## src/rtl/gstat_pkg.sv

```systemverilog
package gstat_pkg;

    localparam int DATA_W    = 8;
    localparam int MODE_W    = 3;
    localparam int PRIO_W    = 2;
    localparam int CAUSE_LSB = 6;
    localparam int FORCE_BIT = 5;
    localparam int MODE_LSB  = 2;
    localparam int PRIO_LSB  = 0;

    typedef enum logic [1:0] {
        CAUSE_NONE = 2'b00,
        CAUSE_WDOG = 2'b01,
        CAUSE_RST  = 2'b11
    } cause_e;

    typedef enum logic {
        PEND_IDLE  = 1'b0,
        PEND_ARMED = 1'b1
    } pend_e;

endpackage

```

## src/rtl/gstat_bus_dec.sv

```systemverilog
module gstat_bus_dec #(
    parameter int              ADDR_W   = 16,
    parameter logic [ADDR_W-1:0] REG_ADDR = '0
) (
    input  logic [ADDR_W-1:0] bus_addr,
    input  logic              bus_rd,
    input  logic              bus_wr,
    output logic              rd_hit,
    output logic              wr_hit
);

    logic addr_match;

    always_comb begin
        addr_match = (bus_addr == REG_ADDR);
        rd_hit     = bus_rd & addr_match;
        wr_hit     = bus_wr & addr_match;
    end

endmodule

```

## src/rtl/gstat_cause_fsm.sv

```systemverilog
module gstat_cause_fsm
    import gstat_pkg::*;
(
    input  logic       clk,
    input  logic       rst_n,
    input  logic       rd_hit,
    input  logic       wdog_tmo,
    output logic [1:0] cause
);

    cause_e state_q;
    cause_e state_d;

    // State register: reset records CAUSE_RST.
    always_ff @(posedge clk or negedge rst_n) begin
        if (!rst_n) begin
            state_q <= CAUSE_RST;
        end else begin
            state_q <= state_d;
        end
    end

    // Transitions: the timeout has priority over a clearing read.
    always_comb begin
        state_d = state_q;
        unique case (state_q)
            CAUSE_RST: begin
                if (wdog_tmo)    state_d = CAUSE_WDOG;
                else if (rd_hit) state_d = CAUSE_NONE;
            end
            CAUSE_WDOG: begin
                if (wdog_tmo)    state_d = CAUSE_WDOG;
                else if (rd_hit) state_d = CAUSE_NONE;
            end
            CAUSE_NONE: begin
                if (wdog_tmo)    state_d = CAUSE_WDOG;
            end
            default: state_d = CAUSE_RST;
        endcase
    end

    // Outputs: the state encoding is the read-back code of bits 7:6.
    always_comb begin
        cause = 2'b00;
        unique case (state_q)
            CAUSE_RST:  cause = 2'b11;
            CAUSE_WDOG: cause = 2'b01;
            CAUSE_NONE: cause = 2'b00;
            default:    cause = 2'b00;
        endcase
    end

endmodule

```

## src/rtl/gstat_ctrl_fields.sv

```systemverilog
module gstat_ctrl_fields
    import gstat_pkg::*;
(
    input  logic              clk,
    input  logic              rst_n,
    input  logic              wr_hit,
    input  logic [MODE_W-1:0] wr_mode,
    input  logic [PRIO_W-1:0] wr_prio,
    output logic [MODE_W-1:0] mode_q,
    output logic [PRIO_W-1:0] prio_q,
    output logic [PRIO_W-1:0] prio_nxt
);

    always_comb begin
        prio_nxt = wr_hit ? wr_prio : prio_q;
    end

    always_ff @(posedge clk or negedge rst_n) begin
        if (!rst_n) begin
            mode_q <= '0;
            prio_q <= '0;
        end else if (wr_hit) begin
            mode_q <= wr_mode;
            prio_q <= wr_prio;
        end
    end

endmodule

```

## src/rtl/gstat_pend_fsm.sv

```systemverilog
module gstat_pend_fsm
    import gstat_pkg::*;
(
    input  logic              clk,
    input  logic              rst_n,
    input  logic              force_req,
    input  logic              ack,
    input  logic [PRIO_W-1:0] prio_nxt,
    output logic              pend
);

    pend_e state_q;
    pend_e state_d;
    logic  prio_off;

    always_ff @(posedge clk or negedge rst_n) begin
        if (!rst_n) begin
            state_q <= PEND_IDLE;
        end else begin
            state_q <= state_d;
        end
    end

    always_comb begin
        prio_off = (prio_nxt == '0);
        state_d  = state_q;
        unique case (state_q)
            PEND_IDLE: begin
                if (force_req && !prio_off) state_d = PEND_ARMED;
            end
            PEND_ARMED: begin
                if (prio_off)                state_d = PEND_IDLE;
                else if (ack && !force_req)  state_d = PEND_IDLE;
            end
            default: state_d = PEND_IDLE;
        endcase
    end

    always_comb begin
        pend = 1'b0;
        unique case (state_q)
            PEND_IDLE:  pend = 1'b0;
            PEND_ARMED: pend = 1'b1;
            default:    pend = 1'b0;
        endcase
    end

endmodule

```

## src/rtl/gstat_reg.sv

```systemverilog
module gstat_reg
    import gstat_pkg::*;
#(
    parameter int                ADDR_W   = 16,
    parameter logic [ADDR_W-1:0] REG_ADDR = '0
) (
    input  logic              clk,
    input  logic              rst_n,
    input  logic [ADDR_W-1:0] bus_addr,
    input  logic              bus_rd,
    input  logic              bus_wr,
    input  logic [7:0]        bus_wdata,
    input  logic              wdog_tmo,
    input  logic              irq_ack,
    output logic [7:0]        rd_data,
    output logic [2:0]        clk_mode,
    output logic [1:0]        irq_prio,
    output logic              irq_pend
);

    logic              rd_hit;
    logic              wr_hit;
    logic [1:0]        cause_q;
    logic [MODE_W-1:0] mode_q;
    logic [PRIO_W-1:0] prio_q;
    logic [PRIO_W-1:0] prio_nxt;
    logic              force_req;
    logic              pend_q;

    gstat_bus_dec #(
        .ADDR_W   (ADDR_W),
        .REG_ADDR (REG_ADDR)
    ) u_dec (
        .bus_addr (bus_addr),
        .bus_rd   (bus_rd),
        .bus_wr   (bus_wr),
        .rd_hit   (rd_hit),
        .wr_hit   (wr_hit)
    );

    gstat_cause_fsm u_cause (
        .clk      (clk),
        .rst_n    (rst_n),
        .rd_hit   (rd_hit),
        .wdog_tmo (wdog_tmo),
        .cause    (cause_q)
    );

    gstat_ctrl_fields u_fields (
        .clk      (clk),
        .rst_n    (rst_n),
        .wr_hit   (wr_hit),
        .wr_mode  (bus_wdata[MODE_LSB +: MODE_W]),
        .wr_prio  (bus_wdata[PRIO_LSB +: PRIO_W]),
        .mode_q   (mode_q),
        .prio_q   (prio_q),
        .prio_nxt (prio_nxt)
    );

    always_comb begin
        force_req = wr_hit & bus_wdata[FORCE_BIT];
    end

    gstat_pend_fsm u_pend (
        .clk       (clk),
        .rst_n     (rst_n),
        .force_req (force_req),
        .ack       (irq_ack),
        .prio_nxt  (prio_nxt),
        .pend      (pend_q)
    );

    // Read mux: the command bit position is always returned as zero.
    always_comb begin
        rd_data = '0;
        if (rd_hit) begin
            rd_data[CAUSE_LSB +: 2]      = cause_q;
            rd_data[FORCE_BIT]           = 1'b0;
            rd_data[MODE_LSB +: MODE_W]  = mode_q;
            rd_data[PRIO_LSB +: PRIO_W]  = prio_q;
        end
        clk_mode = mode_q;
        irq_prio = prio_q;
        irq_pend = pend_q;
    end

endmodule

```

## config.mk

```make
export PLATFORM = sky130hd
export DESIGN_NAME = gstat_reg
export DESIGN_NICKNAME = d
export VERILOG_FILES = /design/src/rtl/gstat_pkg.sv /design/src/rtl/gstat_bus_dec.sv /design/src/rtl/gstat_cause_fsm.sv /design/src/rtl/gstat_ctrl_fields.sv /design/src/rtl/gstat_pend_fsm.sv /design/src/rtl/gstat_reg.sv
export SDC_FILE = /design/constraint.sdc
export NUM_CORES = 1
export LEC_CHECK = 0
export BUFFER_PORTS_ARGS = -buffer_cell sky130_fd_sc_hd__buf_2
export CAP_MARGIN = 20
export CORE_MARGIN = 5
export CORE_UTILIZATION = 30
export DETAILED_ROUTE_END_ITERATION = 10
export GPL_TIMING_DRIVEN = 1
export PLACE_DENSITY = 0.68
export SETUP_SLACK_MARGIN = 0.1
export SYNTH_ARGS = -nofsm -noshare
export SYNTH_HDL_FRONTEND = slang
export SYNTH_SLANG_ARGS = --single-unit
```

## constraint.sdc

```tcl
create_clock -name clk -period 1.6 [get_ports clk]
set_clock_uncertainty 0.15 [all_clocks]
set_input_delay 0.24 -clock clk [delete_from_list [all_inputs] [get_ports clk]]
set_output_delay 0.24 -clock clk [all_outputs]
set_load 0.005 [all_outputs]
```

### After elaboration in Yosys (flattened, before gate mapping)

Index checks and enable logic that the tools add are counted.

| word-level totals | value |
|---|---|
| bits in writable memories | 0 |
| register bits | 8 |
| output and inout port bits | 14 |
| input bits | 30 |
| memory bits (read-only) | 0 |
| logic and storage cells | 33 |
| memories | 0 |
| latch bits | 0 |

| operators by class | value |
|---|---|
| div/mod/pow operators | 0 |
| shifts and indexed selects | 0 |
| equal/unequal tests | 4 |
| $lt $le $gt $ge | 0 |
| add/sub/neg operators | 0 |
| reductions and logical operators | 9 |
| multiplexer cells | 12 |
| $mul | 0 |
| bitwise gates (word level) | 4 |

Operators with widths:

| kind | number |
|---|---|
| 16-bit zero test | 1 |
| 2-bit 2-to-1 mux | 4 |
| 8-bit 2-to-1 mux | 1 |
| 2-bit one-hot mux with 2 select lines | 2 |
| 2-bit zero test | 2 |
| 1-bit one-hot mux with 2 select lines | 2 |
| 1-bit AND | 3 |
| 1-bit 2-to-1 mux | 3 |
| 3-bit by 1-bit != test with 1-bit output, second input constant | 1 |
| 2-bit by 1-bit == test with 1-bit output, second input constant | 1 |
| 2-bit == test, second input constant | 1 |
| 1-bit logical AND | 2 |
| 1-bit zero test | 2 |
| 2-bit != test, second input constant | 1 |
| 2-bit AND reduction | 1 |
| 2-bit OR reduction | 1 |
| 1-bit inverter | 1 |

### Logic depth before layout (Yosys ltp)

Gate-level depths: netlist (run 1).

| depth | value |
|---|---|
| word-level depth | 8 |
| gate-level depth with buffers | 5 |
| depth with buffers taken out | 4 |

### By module

A second synthesis (run 1) with hierarchy kept.

| second synthesis, totals | value |
|---|---|
| cells, all modules | 41 |
| area, all modules | 435.4 µm² |

Modules (own cells, without submodules):

| module | cells each | area each (µm²) | times used | sequential area each (µm²) |
|---|---|---|---|---|
| gstat_ctrl_fields | 10 | 181.4 | 1 | 125.1 |
| gstat_cause_fsm | 9 | 92.6 | 1 | 52.6 |
| gstat_reg | 10 | 61.3 | 1 | 0.0 |
| gstat_bus_dec | 9 | 52.6 | 1 | 0.0 |
| gstat_pend_fsm | 3 | 47.5 | 1 | 25.0 |

### Worst setup path before layout (run 1)

Ideal clock, no wire load.

| path | value |
|---|---|
| path kind | input -> output |
| from | input bus_addr[14] |
| to | output rd_data[7] |
| slack | 0.059 ns |
| buffers on the path | 1 |
| required time | 1.210 ns |
| stages | 5 |
| data arrival time | 1.151 ns |
| path through | nor4_1 > and4_1 > buf_6 > and3_2 > and2_1 |

| between the ends | value |
|---|---|
| cells in the longest elaborated chain, start to end | 3 |

Ends and longest elaborated chain:

| element | line | text |
|---|---|---|
| start: declaration | gstat_reg.sv:9 | `input logic [ADDR_W-1:0] bus_addr,` |
| 16-bit zero test | gstat_bus_dec.sv:15 | `addr_match = (bus_addr == REG_ADDR);` |
| 1-bit AND | gstat_bus_dec.sv:16 | `rd_hit = bus_rd & addr_match;` |
| 8-bit 2-to-1 mux | gstat_reg.sv:76 | `if (rd_hit) begin` |
| end: declaration | gstat_reg.sv:15 | `output logic [7:0] rd_data,` |

Every way passes these cells.

### Worst setup path after layout (run 1)

| path | value |
|---|---|
| from | input bus_addr[12] |
| to | output rd_data[7] |

Same word-level chain as after synthesis.

==> results of run 1 <==
## cell type report
type,instances,area (µm²),area share
tap,16,20.0,0.0231
inverter,1,3.75,0.00432
sequential,8,203,0.233
timing repair buffer,46,324,0.373
multi-input combinational,27,295,0.340
clock buffer,3,22.5,0.0259
## synth_stat cells
cell type / instances
nor2b_1: 1
o21ai_0: 1
o21a_1: 1
dfstp_2: 2
conb_1: 1
o22ai_1: 1
and3_2: 6
buf_6: 1
o21bai_1: 1
a21oi_1: 1
inv_1: 1
mux2i_1: 1
nand2_8: 1
nor2_1: 1
and2_1: 1
nor4_1: 4
dfrtp_1: 6
mux2_4: 5
and4_1: 1
buf_4: 1
## stage by stage
stage                     cells  power (mW)  setup TNS (ns)   util
after floorplan              38       0.213               0      -
after CTS                   100       0.427          -0.179  0.549
final                       101       0.426          -0.313  0.583
after global routing        101       0.448          -0.532  0.583
after detailed placement     95       0.251           -1.08  0.464
after global placement       95       0.250          -0.953  0.464
## per-layer routing
layer,up-vias,global-route usage,wire length [µm]
met5,-,0,0
met4,0,0.0269,0
met3,0,0.0459,98
met2,21,0.208,774
met1,219,0.124,550
li1,232,-,-
## critical path, cell delays in order
cell and delay (ns):
buf_6 0.09, nor4_4 0.27, and4_4 0.27, and3_4 0.18
and2_4 0.13, buf_6 0.08
## how the worst max path moves through the flow
| stage | start | to | slack, ns | cells past startpoint |
|---|---|---|---|---|
| 5_1_grt | bus_addr[12] | rd_data[7] | -0.09 | 6 |
| 3_3_place_gp | bus_addr[12] | rd_data[1] | -0.12 | 6 |
| 4_1_cts | bus_addr[9] | rd_data[7] | -0.05 | 6 |
| 3_5_place_dp | bus_addr[12] | rd_data[1] | -0.12 | 6 |
| 2_1_floorplan | bus_addr[12] | rd_data[7] | 0.07 | 5 |
| 6_report | bus_addr[12] | rd_data[7] | -0.06 | 6 |
## state kept, by name (all words and copies together), names as in the netlist
register / flops
u_fields.mode_q: 3
u_cause.state_q: 2
u_fields.prio_q: 2
u_pend.state_q: 1
## power breakdown
part	total, mW	switching (mW)	internal [mW]
sequential	0.203	0.0000363	0.203
combinational	0.0714	0.0294	0.0420
clock	0.151	0.0658	0.0857
total	0.426	0.0953	0.330
## cells by family after synthesis
group | Yosys count | synth area share
compound gates | 5 | 0.0679
buf+inv | 3 | 0.0489
flops | 8 | 0.440
mux | 6 | 0.185
other cells | 1 | 0.00814
simple gates | 15 | 0.250
## timing repair
| action | 4_1_cts | 5_1_grt |
|---|---|---|
| pin swaps | 6 | 3 |
| endpoints found under the setup margin | 7 | 12 |
| cloned | 0 | 0 |
| setup buffers | 1 | 1 |
| gates resized for setup | 14 | 7 |
| endpoints found under the hold margin | 8 | 0 |
| hold buffers | 1 | 0 |
==> flow_summary.yaml, run 1 <==
placement:
  hpwl_um: 1040
  place_area_um2: 691
  gp_routability_congestion: 0.711
  portBuffers: 40
  dp_worst_setup_slack_ns: -0.116
setup_path:
  r2r_end: "u_cause.state_q[0]"
  crit_type: "input port to output pin"
  rrSetupSlack_ns: 0.50
  arrival_ns: 1.27
  regToRegStartpoint: "u_cause.state_q[0]"
  start_kind: "input port"
  path_max_fanout: 3
  endpoint_kind: "output pin"
  crit_required_ns: 1.21
  rr_worst_depth: 3
global_route:
  grt_max_degree: 9
  antenna_found_initial: 0
  grt_usage: 0.116
  grt_pass1_wl_um: 2260
  grt_pass1_vias: 510
  grt_overflow_total: 0
sta:
  final.setup.worst_slack_ns: -0.0646
  fmax_mhz: 601
  min_period_over_period: 1.04
  rsz0062_at_grt: "true"
  finalSetupViolations: 7
  whs_ns: 0.0670
  hold_viol_final: 0
  period_minus_slack_ns: 1.66
  drv_slew: 0
synth:
  synth_top_cell_area_share: 0.326
  seq_area_frac_synth: 0.440
  synth_nets: 68
  synth_cells: 38
  syn-cell-area_um2: 460
  synth.avg_cell_area_um2: 12.1
  synth.area.top_cells: "dfrtp_1, mux2_4, dfstp_2, and3_2, nor4_1"
  synth.distinct_cells: 20
  synth_seq_cells: 8
  yosys.area.top_type: "dfrtp_1"
  ys_warn_count: 0
clock_tree:
  clk_latency_ns: 0.25
  numCtsBuffers: 3
  htree_levels: 1
  clkTransAtPathRegs_ns: 0.05
  cts-root-buf: "clkbuf_4"
  clockBufferDepth: 2
  tritoncts: "done"
  clkSinkCount: 8
job:
  maxCapViolCount: 0
run_status:
  status: "finished with violations"
  violations: "setup timing"
die:
  num_rows: 14
  ios: 44
  die_y_um: 49.2
  start_util: 0.309
  chipWidth_um: 49.2
  core_area_mm2: 0.00149
  dieArea_mm2: 0.00242
route:
  vias_per_cell: 4.67
  drtPass1Iterations: 2
  drt_iter0_drc: 1
  wire_per_inst_um: 14.1
  ant_nets: 0
  routed_wl_um: 1420
  drcViolationCount: 0
  vias: 472
min_path:
  min_path_type: "input port to register"
  holdPathEnd: "u_cause.state_q[0]"
  hold_depth: 2
  min_from: "wdog_tmo"
power_and_ir_drop:
  cellLeakagePower_nw: 0.485
  power.density_mw_per_mm2: 490
  ir_drop_v: 0.000320
layout:
  final_common_cell: "buf_2"
  layout.nets: 117
  fin_area_um2: 868
  antenna_cells_inserted: 0
  fillerInstances: 135
  area_delta_synth_final_pct: 88.6
  drive_gt1_frac: 0.800
  final_cell_mix: "buf_2, buf_6, dfrtp_1, mux2_4, and3_2"
Note: power is estimated with default switching activity, not from simulation.
==> run 2: changes to the inputs <==
Settings changed: SETUP_SLACK_MARGIN 0.1 to 0.02.
==> run 2 against run 1 <==
Compared with the run above: the run still ends with setup timing left; combinational power decreased by 1%; register-to-register slack got worse by 0.03 ns; flip-flop and latch count unchanged; first-iteration DRC count rose to 13 times the previous value; critical path depth unchanged; design area increased by 1.7%; sequential share of layout area is 0.40 points lower; total power is 3.2% higher; via count increased by 5.3%; worst hold slack got worse by 0.0046 ns; cell count grew 0.99%.
==> flow_summary.yaml, run 2 (synthesis results as in run 1) <==
die:
  ios: 44
  num_rows: 14
  die_y_um: 49.2
  dieArea_mm2: 0.00242
  start_util: 0.309
  chipWidth_um: 49.2
  core_area_mm2: 0.00149
setup_path:
  slowest_stage: "and4_4"
  regToRegStartpoint: "u_cause.state_q[0]"
  r2r_end: "u_cause.state_q[0]"
  crit_buf_inv: 2
  arrival_ns: 1.31
  crit_start: "bus_addr[1]"
  rr_worst_depth: 3
  cp_common_cell: "buf_6"
  rrSetupSlack_ns: 0.47
  path_max_fanout: 3
  crit_type: "input port to output pin"
  cpPeakStageDelay_ns: 0.29
  cp_cell_sequence: "buf_6 > nor4_4 > and4_4 > and3_4 > and2_4 > buf_6"
  start_kind: "input port"
  crit_family: "simple AND/OR/NAND/NOR gates"
  endpoint_kind: "output pin"
  crit_required_ns: 1.21
run_status:
  status: "finished with violations"
  violations: "setup timing"
global_route:
  grt_max_degree: 9
  grt_usage: 0.128
  grt_pass1_wl_um: 2400
  antenna_found_initial: 0
  grt_pass1_vias: 537
  grt_overflow_total: 0
placement:
  gp_routability_congestion: 0.705
  dp_worst_setup_slack_ns: -0.124
  portBuffers: 40
  place_area_um2: 684
  hpwl_um: 1030
clock_tree:
  tritoncts: "done"
  clk_latency_ns: 0.26
  clkSinkCount: 8
  clkTransAtPathRegs_ns: 0.06
  htree_levels: 1
  clockBufferDepth: 2
  cts-root-buf: "clkbuf_4"
  numCtsBuffers: 3
min_path:
  min_path_type: "input port to register"
  hold_depth: 2
  min_from: "bus_wdata[4]"
  holdPathEnd: "u_fields.mode_q[2]"
layout:
  fin_area_um2: 883
  fillerInstances: 120
  multi_input_area_um2: 307
  area_delta_synth_final_pct: 91.8
  final_cell_mix: "buf_2, buf_6, dfrtp_1, mux2_4, and3_4"
  drive_gt1_frac: 0.791
  top_regs: "u_fields.mode_q: 3 flops, u_cause.state_q: 2 flops, u_fields.prio_q: 2 flops"
  regMostFlops: "u_fields.mode_q"
  final_common_cell: "buf_2"
  antenna_cells_inserted: 0
  regArea_um2: 203
  layout.nets: 117
  largest_register_ffs: 3
route:
  drt_iter0_drc: 13
  vias: 497
  wire_per_inst_um: 15.1
  drcViolationCount: 0
  routed_wl_um: 1540
  drtPass1Iterations: 4
  vias_per_cell: 4.87
  ant_nets: 0
sta:
  fmax_mhz: 590
  finalSetupViolations: 6
  hold_viol_final: 0
  min_period_over_period: 1.06
  period_minus_slack_ns: 1.70
  whs_ns: 0.0624
  rsz0062_at_grt: "true"
  final.setup.worst_slack_ns: -0.0954
  drv_slew: 0
power_and_ir_drop:
  ir_drop_v: 0.000361
  power.density_mw_per_mm2: 498
  power_mw: 0.439
  cellLeakagePower_nw: 0.480
job:
  maxCapViolCount: 0
-- run 2: cell count changes in the layout (fill, tap and decap cells not counted), sizes merged --
cell | before | now
clkbuf | 3 | 4
-- run 2: metal layers --
metal,track usage,vias up,wire length [µm]
li1,-,236,-
met5,0,-,0
met4,0.0269,0,0
met3,0.0550,0,138
met1,0.142,236,536
met2,0.225,25,861
-- run 2: repair_timing --
| action | CTS | global route |
|---|---|---|
| hold buffers | 1 | 0 |
| pin swaps | 7 | 3 |
| hold endpoints to repair | 8 | 0 |
| buffers inserted | 1 | 1 |
| endpoints found under the setup margin | 7 | 13 |
| gates resized for setup | 13 | 13 |
-- run 2: through the flow --
step                      cells   util  TNS [ns]
after global routing        102  0.593    -0.804
after detailed placement     95  0.460     -1.13
after CTS                   101  0.539    -0.225
after floorplan              38      -         0
after global placement       95  0.460     -1.06
final                       102  0.593    -0.454
-- run 2: power breakdown --
group	switching [mW]	internal [mW]	leakage [nW]	total, mW
clock	0.0707	0.0955	0.0150	0.166
sequential	0.0000375	0.203	0.105	0.203
combinational	0.0300	0.0405	0.360	0.0705
total	0.101	0.339	0.480	0.439
-- run 2: area by class of cell --
| type | count | share of cell area |
|---|---|---|
| timing repair buffer | 46 | 0.367 |
| multi-input combinational | 27 | 0.347 |
| tap | 16 | 0.0227 |
| sequential | 8 | 0.229 |
| clock buffer | 4 | 0.0297 |
| inverter | 1 | 0.00425 |
-- run 2: how the worst max path moves through the flow --
stage	to	slack (ns)	cells past startpoint
after floorplan	rd_data[7]	0.06	5
after global placement	rd_data[1]	-0.12	6
after detailed placement	rd_data[4]	-0.12	6
after CTS	rd_data[7]	-0.04	6
after global routing	rd_data[1]	-0.14	6
final	rd_data[7]	-0.1	6
-- run 2: worst reg2reg max path, stage by stage (launching register included) --
cell and delay, ns:
dfstp_2 0.54, and3_4 0.19, buf_4 0.10, o21bai_1 0.07
